[src/rtl/dc_pkg.sv]
`timescale 1ns/1ps
package dc_pkg;

  typedef enum logic {
    MODE_FIXED  = 1'b0,
    MODE_ROTATE = 1'b1
  } arb_mode_e;

  // Ring successor of an index in a chain of n cells.
  function automatic int ring_after(input int idx, input int n);
    return (idx + 1 >= n) ? 0 : idx + 1;
  endfunction

endpackage

[src/rtl/dc_channel.sv]
`timescale 1ns/1ps
module dc_channel #(
  parameter int N_DEV = 4,
  localparam int IW = (N_DEV > 1) ? $clog2(N_DEV) : 1
) (
  input  logic          clk,
  input  logic          rst_n,
  input  logic          rr_mode,
  input  logic          req_any,
  input  logic          busy,
  input  logic          take_valid,
  input  logic [IW-1:0] take_idx,
  output logic          grant,
  output logic [IW-1:0] start_idx
);
  import dc_pkg::*;

  arb_mode_e     mode;
  logic          busy_q;
  logic [IW-1:0] last_q;

  assign mode = arb_mode_e'(rr_mode);

  // Issue a grant only with a pending request, an idle line and one idle
  // cycle behind us, so a release and a fresh grant never share a cycle.
  assign grant = req_any & ~busy & ~busy_q;

  assign start_idx = (mode == MODE_ROTATE) ? IW'(ring_after(int'(last_q), N_DEV)) : '0;

  always_ff @(posedge clk or negedge rst_n) begin
    if (!rst_n) begin
      busy_q <= 1'b0;
      last_q <= IW'(N_DEV - 1);
    end else begin
      busy_q <= busy;
      if (take_valid) last_q <= take_idx;
    end
  end

endmodule

[src/rtl/dc_chain.sv]
`timescale 1ns/1ps
module dc_chain #(
  parameter int N_DEV = 4,
  localparam int IW = (N_DEV > 1) ? $clog2(N_DEV) : 1
) (
  input  logic             grant,
  input  logic [IW-1:0]    start_idx,
  input  logic [N_DEV-1:0] req,
  output logic [N_DEV-1:0] arrive
);
  // The ring is unrolled into 2*N_DEV linear positions: injection happens at
  // position start_idx and the walk is cut after N_DEV positions, so no
  // combinational loop exists even though the grant may wrap.
  always_comb begin
    logic carry;
    int   s;
    int   d;
    arrive = '0;
    carry  = 1'b0;
    s      = int'(start_idx);
    for (int p = 0; p < 2 * N_DEV; p++) begin
      d = p % N_DEV;
      if (p == s)          carry = grant;
      if (p >= s + N_DEV)  carry = 1'b0;
      arrive[d] = arrive[d] | carry;
      carry     = carry & ~req[d];
    end
  end

endmodule

[src/rtl/dc_cell.sv]
`timescale 1ns/1ps
module dc_cell (
  input  logic clk,
  input  logic rst_n,
  input  logic grant_in,
  input  logic req,
  input  logic done,
  output logic grant_out,
  output logic take,
  output logic owns
);
  assign take      = grant_in & req;
  assign grant_out = grant_in & ~req;

  always_ff @(posedge clk or negedge rst_n) begin
    if (!rst_n)            owns <= 1'b0;
    else if (owns && done) owns <= 1'b0;
    else if (take)         owns <= 1'b1;
  end

endmodule

[src/rtl/daisy_arbiter.sv]
`timescale 1ns/1ps
module daisy_arbiter #(
  parameter int N_DEV = 4
) (
  input  logic             clk,
  input  logic             rst_n,
  input  logic             rr_mode,
  input  logic [N_DEV-1:0] dev_req,
  input  logic [N_DEV-1:0] dev_done,
  output logic [N_DEV-1:0] dev_owns,
  output logic [N_DEV-1:0] dev_grant_out,
  output logic             bus_busy,
  output logic             chan_grant
);
  localparam int IW = (N_DEV > 1) ? $clog2(N_DEV) : 1;

  logic             req_any;
  logic [N_DEV-1:0] arrive;
  logic [N_DEV-1:0] take;
  logic [IW-1:0]    start_idx;
  logic [IW-1:0]    take_idx;

  assign req_any  = |dev_req;   // shared wired-OR request line
  assign bus_busy = |dev_owns;  // shared busy line driven by the owner

  always_comb begin
    take_idx = '0;
    for (int i = 0; i < N_DEV; i++) begin
      if (take[i]) take_idx = IW'(i);
    end
  end

  dc_channel #(.N_DEV(N_DEV)) u_chan (
    .clk        (clk),
    .rst_n      (rst_n),
    .rr_mode    (rr_mode),
    .req_any    (req_any),
    .busy       (bus_busy),
    .take_valid (|take),
    .take_idx   (take_idx),
    .grant      (chan_grant),
    .start_idx  (start_idx)
  );

  dc_chain #(.N_DEV(N_DEV)) u_chain (
    .grant     (chan_grant),
    .start_idx (start_idx),
    .req       (dev_req),
    .arrive    (arrive)
  );

  for (genvar g = 0; g < N_DEV; g++) begin : g_cell
    dc_cell u_cell (
      .clk       (clk),
      .rst_n     (rst_n),
      .grant_in  (arrive[g]),
      .req       (dev_req[g]),
      .done      (dev_done[g]),
      .grant_out (dev_grant_out[g]),
      .take      (take[g]),
      .owns      (dev_owns[g])
    );
  end

endmodule

[config.mk]
export PLATFORM = sky130hd
export DESIGN_NAME = daisy_arbiter
export DESIGN_NICKNAME = d
export VERILOG_FILES = /design/src/rtl/dc_pkg.sv /design/src/rtl/dc_channel.sv /design/src/rtl/dc_chain.sv /design/src/rtl/dc_cell.sv /design/src/rtl/daisy_arbiter.sv
export SDC_FILE = /design/constraint.sdc
export NUM_CORES = 1
export LEC_CHECK = 0
export ABC_AREA = 1
export BUFFER_PORTS_ARGS = -buffer_cell sky130_fd_sc_hd__buf_2
export CAP_MARGIN = 10
export CORE_ASPECT_RATIO = 0.9
export CORE_UTILIZATION = 30
export CTS_BUF_LIST = sky130_fd_sc_hd__clkbuf_16
export CTS_CLUSTER_SIZE = 25
export DETAILED_ROUTE_END_ITERATION = 7
export PLACE_DENSITY_LB_ADDON = 0.3
export SYNTH_ARGS = -nofsm -noshare
export SYNTH_HDL_FRONTEND = slang
export SYNTH_HIERARCHICAL = 1
export SYNTH_SLANG_ARGS = --single-unit
[constraint.sdc]
create_clock -name clk -period 2.7 [get_ports clk]
set_input_delay 0.54 -clock clk [delete_from_list [all_inputs] [get_ports clk]]
set_output_delay 0.54 -clock clk [all_outputs]
set_load 0.01 [all_outputs]
==> key figures, run 1 <==
Logic synthesis
  • Mean Syn Cell Area: 5.60 sq um
  • Synth unique cells: 12
  • Top post-synthesis cells by count: 33 x nand2_1, 30 x inv_1, 13 x nor2_1
  • Sequential share of the synthesized area: 0.323
  • Syn Inst Count: 98
  • Area share of the largest cell type after synthesis: 0.228
  • Synth Flop Type: dfrtp_1
  • EDFF count, synth: 0
  • Most frequent cell after synthesis: nand2_1
  • FFs w/ async S/R, synth: 1.00
  • Synthesized area: 549 sq um
  • Largest cells by area after synthesis: dfrtp_1 23%, nand2_1 23%, inv_1 21%
  • Syn nets: 110
  • Yosys reg bits: 7
  • Area leader, netlist: dfrtp_1
  • Synth warn: 6

GRT
  • First-pass GRT wire length: 1950 microns
  • Total GRT Usage: 0.147
  • Total grt overflow: 0
  • Pin count of the biggest net entering global routing: 8
  • Initial antenna violation count: 0
  • Vias in the first global route: 464

Die
  • Row count: 14
  • Die area: 0.00201 sq mm
  • Core ar.: 0.00170 sq mm
  • Initial Utilization: 0.323
  • Die Ht: 42.6 microns
  • Die width: 47.1 microns
  • Top Ports: 21

Timing
  • Slew HR: 0.885
  • Tcrit/Tclk final: 0.959
  • Setup Skew: 0.00213 ns
  • Worst-Margin Slew: 0.171 ns
  • Final hold violation count: 0
  • Setup WS post-layout: 0.110 ns
  • Fin crit period: 2.59 ns
  • Fin Hold WS: 0.135 ns
  • Setup Viol. Count Final: 0
  • Max-slew violations: 0
  • Fmax: 386 MHz

Cells and area
  • Cell area after layout: 852 sq um
  • P&R area growth vs syn: 55.1%
  • FILL cells: 177
  • Final #Nets: 145
  • Register area: 178 sq um
  • N_diodes: 0
  • Multi-input logic area: 278 sq um
  • Share of cells above drive strength 1: 0.326

Flow run
  • Max Cap Violations: 0

Detailed routing
  • Antenna viol nets, final: 0
  • # DRC: 0
  • Final wirelength: 1410 microns
  • Mean routed wirelength per cell: 9.03 microns
  • Via Count: 638
  • Vias per cell: 4.09
  • DRT iter0 DRCs: 11
  • Pre-antenna DRT Iters: 4

Status
  • Status: finished, final reports clean

Pwr
  • Psw: 406 uW
  • Clock share of power: 0.247
  • P_leak: 0.560 nW
  • IR drop worst, VDD: 518 uV
  • Seq pwr share: 0.184
  • Logic pwr share: 0.569
  • Switching Share: 0.403
  • Power density cells: 1180 mW/mm^2
  • Internal power: 602 uW
  • Power Total: 1.01 mW

Setup path
  • Critical Path Fanout Max: 4
  • Critical path type: reg -> out
  • Critical path capture point type: output port
  • WP data required: 2.16 ns
  • Crit path launch type: register
  • WP data arrival: 2.05 ns

Placement
  • GPL Wtd Cong: 0.791
  • Post-DP Area: 687 sq um
  • DPL Wire Length: 980 microns
  • Port Buf Inserts: 20
  • Pre-CTS setup slack: 0.135 ns

CTS
  • CTS H-tree lvls: 1
  • CTS tree: yes
  • Worst-Skew Late Latency: 0.23 ns
  • Max Root-Sink Buffers: 2
  • CTS Sinks: 7
  • Clk root buf: clkbuf_16
  • # hold bufs at CTS: 0
  • CTS Buf Count: 3
  • Clock transition at the registers of the reported paths: 0.04 ns

Worst hold path
  • Worst hold path type: in -> async
==> through the flow <==
step	utilization	instances	setup TNS, ns
after global placement	0.404	143	0
after floorplan	-	98	0
final	0.501	156	0
after detailed placement	0.404	143	0
after global routing	0.501	156	-0.0842
after CTS	0.451	147	0
==> sequential cells by signal (all words and copies together) (netlist names) <==
register and count:
g_cell.u_cell/owns 4, u_chan/last_q 2, u_chan/busy_q 1
==> worst max-delay path, stage by stage (launching register included) <==
cell and delay (ns):
dfstp_2 0.54, ha_1 0.22, nand2_1 0.06, inv_1 0.09
nor2_4 0.09, nand3_1 0.07, nand2_1 0.08, nand2_1 0.06
nand2_2 0.10, nand4_1 0.12, nand2_2 0.12, inv_1 0.05
nor2_1 0.08, buf_2 0.13
==> timing repair <==
action | 4_1_cts | 5_1_grt
buffers inserted | 0 | 9
setup endpoints to repair | 0 | 3
resized for setup | 0 | 8
==> layer usage <==
metal,GRT usage,vias up,wire length (microns)
met1,0.187,267,641
met2,0.189,21,626
li1,-,346,-
met3,0.0819,4,107
met4,0.0857,0,33
met5,0,-,0
==> layout make-up <==
type / instances / area share
timing repair buffer: 30 / 0.206
tap: 24 / 0.0352
multi-input combinational: 61 / 0.326
clock buffer: 3 / 0.0881
sequential: 7 / 0.209
clock inverter: 1 / 0.00441
inverter: 30 / 0.132
==> path summary, 6_finish.rpt <==
check | depth (start not counted) | to | startpoint | slack (ns)
min reg2reg | 2 | u_chan/last_q[1] | u_chan/last_q[1] | 0.46
max | 13 | dev_grant_out[2] | u_chan/last_q[0] | 0.11
min | 1 | g_cell[2].u_cell/owns | rst_n | 0.14
min in group clk | 2 | u_chan/last_q[1] | u_chan/last_q[1] | 0.46
max reg2reg | 18 | u_chan/last_q[0] | u_chan/last_q[0] | 0.55
max in group asynchronous | 1 | u_chan/last_q[0] | rst_n | 2.34
==> power groups by stage <==
stage	Combinational [mW]	Clock (mW)	Sequential [mW]
global placement	0.422	0	0.191
floorplan	0.274	0	0.196
finish	0.573	0.249	0.185
detailed placement	0.430	0	0.192
CTS	0.431	0.253	0.192
global route	0.646	0.261	0.191
==> kinds of logic (layout without fill, tap and decap cells) <==
kind of cell,count (synthesis),in the layout,share of synthesized area
AND/OR/NAND/NOR,59,59,0.440
buffers and inverters,30,64,0.205
flip-flops,7,7,0.323
adder cells (fa/ha/maj),1,1,0.0228
AO/OA/AOI/OAI,1,1,0.00910
==> cell usage in the layout, fill, tap and decap left out <==
master,netlist,routed
buf_2,0,20
buf_4,0,10
clkbuf_16,0,3
dfrtp_1,5,5
dfstp_2,2,2
ha_1,1,1
inv_1,30,30
inv_2,0,1
nand2_1,33,31
nand2_2,1,3
nand3_1,9,9
nand4_1,1,1
nor2_1,13,11
nor2_2,1,2
nor2_4,0,1
nor3_1,1,1
o21ai_2,0,1
No activity file was read; power rests on OpenSTA's default activity.
==> run 2: changes to the inputs <==
==> constraint.sdc (replaced) <==
create_clock -name clk -period 3.35 [get_ports clk]
set_input_delay 0.67 -clock clk [delete_from_list [all_inputs] [get_ports clk]]
set_output_delay 0.67 -clock clk [all_outputs]
set_load 0.01 [all_outputs]
==> run 2 against run 1 <==
Clock power shrank 18%; die area is the same; worst setup slack gained 0.34 ns; critical path type is now in -> out; total power shrank 32%; sequential power shrank 16%; flip-flop and latch count is the same; utilization shrank 5.5 points; critical path depth grew 3; non-clock buffer count shrank 10; via count shrank 4.7%; critical endpoint is now dev_grant_out[0].
==> key figures, run 2 (synthesis gave the netlist of run 1 again) <==
Status
  • Status: finished, final reports clean

Pwr
  • P_leak: 0.507 nW (-9.4%)
  • Power density cells: 905 mW/mm^2 (-23%)
  • IR drop worst, VDD: 518 uV (+0.13%)

Timing
  • Unrepaired setup endpoints after global routing: no
  • Slew HR: 0.736 (-0.149)
  • Setup WS post-layout: 0.450 ns (+0.340 ns)
  • Worst-Margin Slew: 0.392 ns (+0.221 ns)
  • Fin crit period: 2.90 ns
  • Setup Skew: 0.00116 ns (-0.000976 ns)
  • Fmax: 345 MHz
  • Tcrit/Tclk final: 0.866
  • Final hold violation count: 0 (unchanged)
  • Setup Viol. Count Final: 0 (unchanged)
  • Setup_tns: 0 ns (unchanged)
  • Max-slew violations: 0 (unchanged)

Setup path
  • FF-to-FF Start: g_cell[1].u_cell/owns
  • Flop-to-flop setup slack: 1.17 ns (+0.62 ns)
  • Crit path launch type: primary input
  • Critical path capture point type: output port
  • Worst flop-to-flop path endpoint: u_chan/last_q[0]
  • Crit path from: dev_req[2]
  • WP data required: 2.68 ns (+0.52 ns)
  • Sequence of cells on the critical path: buf_2 > nor2_1 > nand2_1 > nand2_1 > nor2_1 > inv_1 > nor2_1 > nand3_1 > nand2_1 > nand2_1 > nand2_2 > nand3_1 > o21ai_0 > inv_1 > nor2_1 > buf_2
  • Crit path largest cell delay: 0.19 ns (-0.35 ns)
  • R2R depth: 20 (+2)
  • WP data arrival: 2.23 ns (+0.18 ns)
  • Critical path type: in -> out
  • Critical Path Fanout Max: 6 (+2)
  • CP max-delay cell: nor2_1
  • CP Capture Point: dev_grant_out[0]

GRT
  • Vias in the first global route: 550 (+19%)
  • First-pass GRT wire length: 2190 microns (+12%)
  • Pin count of the biggest net entering global routing: 8 (unchanged)
  • Initial antenna violation count: 0 (unchanged)
  • Total GRT Usage: 0.161 (+0.0141)
  • Total grt overflow: 0 (unchanged)

Die
  • Initial Utilization: 0.323 (unchanged)
  • Top Ports: 21 (unchanged)
  • Die area: 0.00201 sq mm (unchanged)
  • Die Ht: 42.6 microns (unchanged)
  • Die width: 47.1 microns (unchanged)
  • Core ar.: 0.00170 sq mm (unchanged)
  • Row count: 14 (unchanged)

CTS
  • CTS tree: yes
  • # hold bufs at CTS: 0 (unchanged)
  • Worst-Skew Late Latency: 0.23 ns (about the same)
  • CTS Buf Count: 3 (unchanged)
  • Post-CTS Setup Inserts: 0 (unchanged)
  • Clk root buf: clkbuf_16
  • CTS Sinks: 7 (unchanged)
  • Max Root-Sink Buffers: 2 (unchanged)
  • CTS H-tree lvls: 1 (unchanged)
  • Clock transition at the registers of the reported paths: 0.04 ns (about the same)
  • Post-CTS resize count: 0 (unchanged)

Cells and area
  • Multi-input logic area: 259 sq um (-6.8%)
  • Largest register FFs: 4 (unchanged)
  • Commonest non-fill, non-tap cell in the layout: nand2_1
  • Register area: 178 sq um (unchanged)
  • Final #Nets: 135 (-6.9%)
  • Commonest non-fill, non-tap cells in the layout: 33 x nand2_1, 31 x inv_1, 20 x buf_2
  • FILL cells: 194 (+9.6%)
  • Top flop regs: g_cell.u_cell/owns x4, u_chan/last_q x2, u_chan/busy_q x1
  • Final core occ: 0.446 (-0.0552)
  • N_diodes: 0 (unchanged)
  • Largest Register: g_cell.u_cell/owns
  • Share of cells above drive strength 1: 0.221 (-0.104)
  • P&R area growth vs syn: 38.0%

Flow run
  • Max Cap Violations: 0 (unchanged)

Placement
  • GPL Wtd Cong: 0.913 (+15%)
  • Pre-CTS setup slack: 0.460 ns (+0.326 ns)
  • DPL Wire Length: 966 microns (-1.3%)
  • Port Buf Inserts: 20 (unchanged)

Detailed routing
  • Vias per cell: 4.16 (+1.8%)
  • Mean routed wirelength per cell: 8.45 microns (-6.4%)
  • # DRC: 0 (unchanged)
  • Via Count: 608 (-4.7%)
  • Final wirelength: 1230 microns (-12%)
  • Pre-antenna DRT Iters: 5 (+1)
  • DRT iter0 DRCs: 16 (+5)
  • Antenna viol nets, final: 0 (unchanged)

Worst hold path
  • Worst hold path type: in -> async
## run 2: through the flow
stage / cell area (sq um) / hold WS, ns / power [mW] / std cells
floorplan: 549 / 0.374 / 0.379 / 98
global placement: 679 / 0.455 / 0.480 / 142
detailed placement: 679 / 0.457 / 0.484 / 142
CTS: 758 / 0.275 / 0.694 / 146
global route: 758 / 0.285 / 0.764 / 146
finish: 758 / 0.267 / 0.686 / 146
## run 2: power by group
part / internal, mW / switching, mW
sequential: 0.127 / 0.0282
combinational: 0.116 / 0.210
clock: 0.156 / 0.0491
## run 2: worst min path at each step
stage                                start                     to  slack [ns]
final                                rst_n  g_cell[2].u_cell/owns        0.27
after CTS                            rst_n  g_cell[0].u_cell/owns        0.27
after global placement    u_chan/last_q[1]       u_chan/last_q[1]        0.45
after floorplan                      rst_n  g_cell[0].u_cell/owns        0.37
after global routing                 rst_n  g_cell[2].u_cell/owns        0.29
after detailed placement  u_chan/last_q[1]       u_chan/last_q[1]        0.46
## run 2: area by class of cell
| cell class | count | share of cell area |
|---|---|---|
| clock inverters | 1 | 0.00495 |
| flip-flops and latches | 7 | 0.234 |
| inverters | 30 | 0.149 |
| repair buffers | 20 | 0.132 |
| multi-input cells | 61 | 0.342 |
| well taps | 24 | 0.0396 |
| clock buffers | 3 | 0.0990 |
## run 2: per-layer routing
layer / vias up / wire, microns / GRT usage / share of wire
met5: - / 0 / 0 / 0
met4: 0 / 10 / 0.0514 / 0.0081
met3: 3 / 77 / 0.0776 / 0.062
met2: 19 / 600 / 0.233 / 0.49
met1: 261 / 544 / 0.206 / 0.44
li1: 325 / - / - / -
## run 2: worst max-delay path, delay by kind of cell
family                 cells  cell delay [ns]
AO/OA/AOI/OAI              1             0.17
buffers and inverters      4             0.41
AND/OR/NAND/NOR           11             0.99
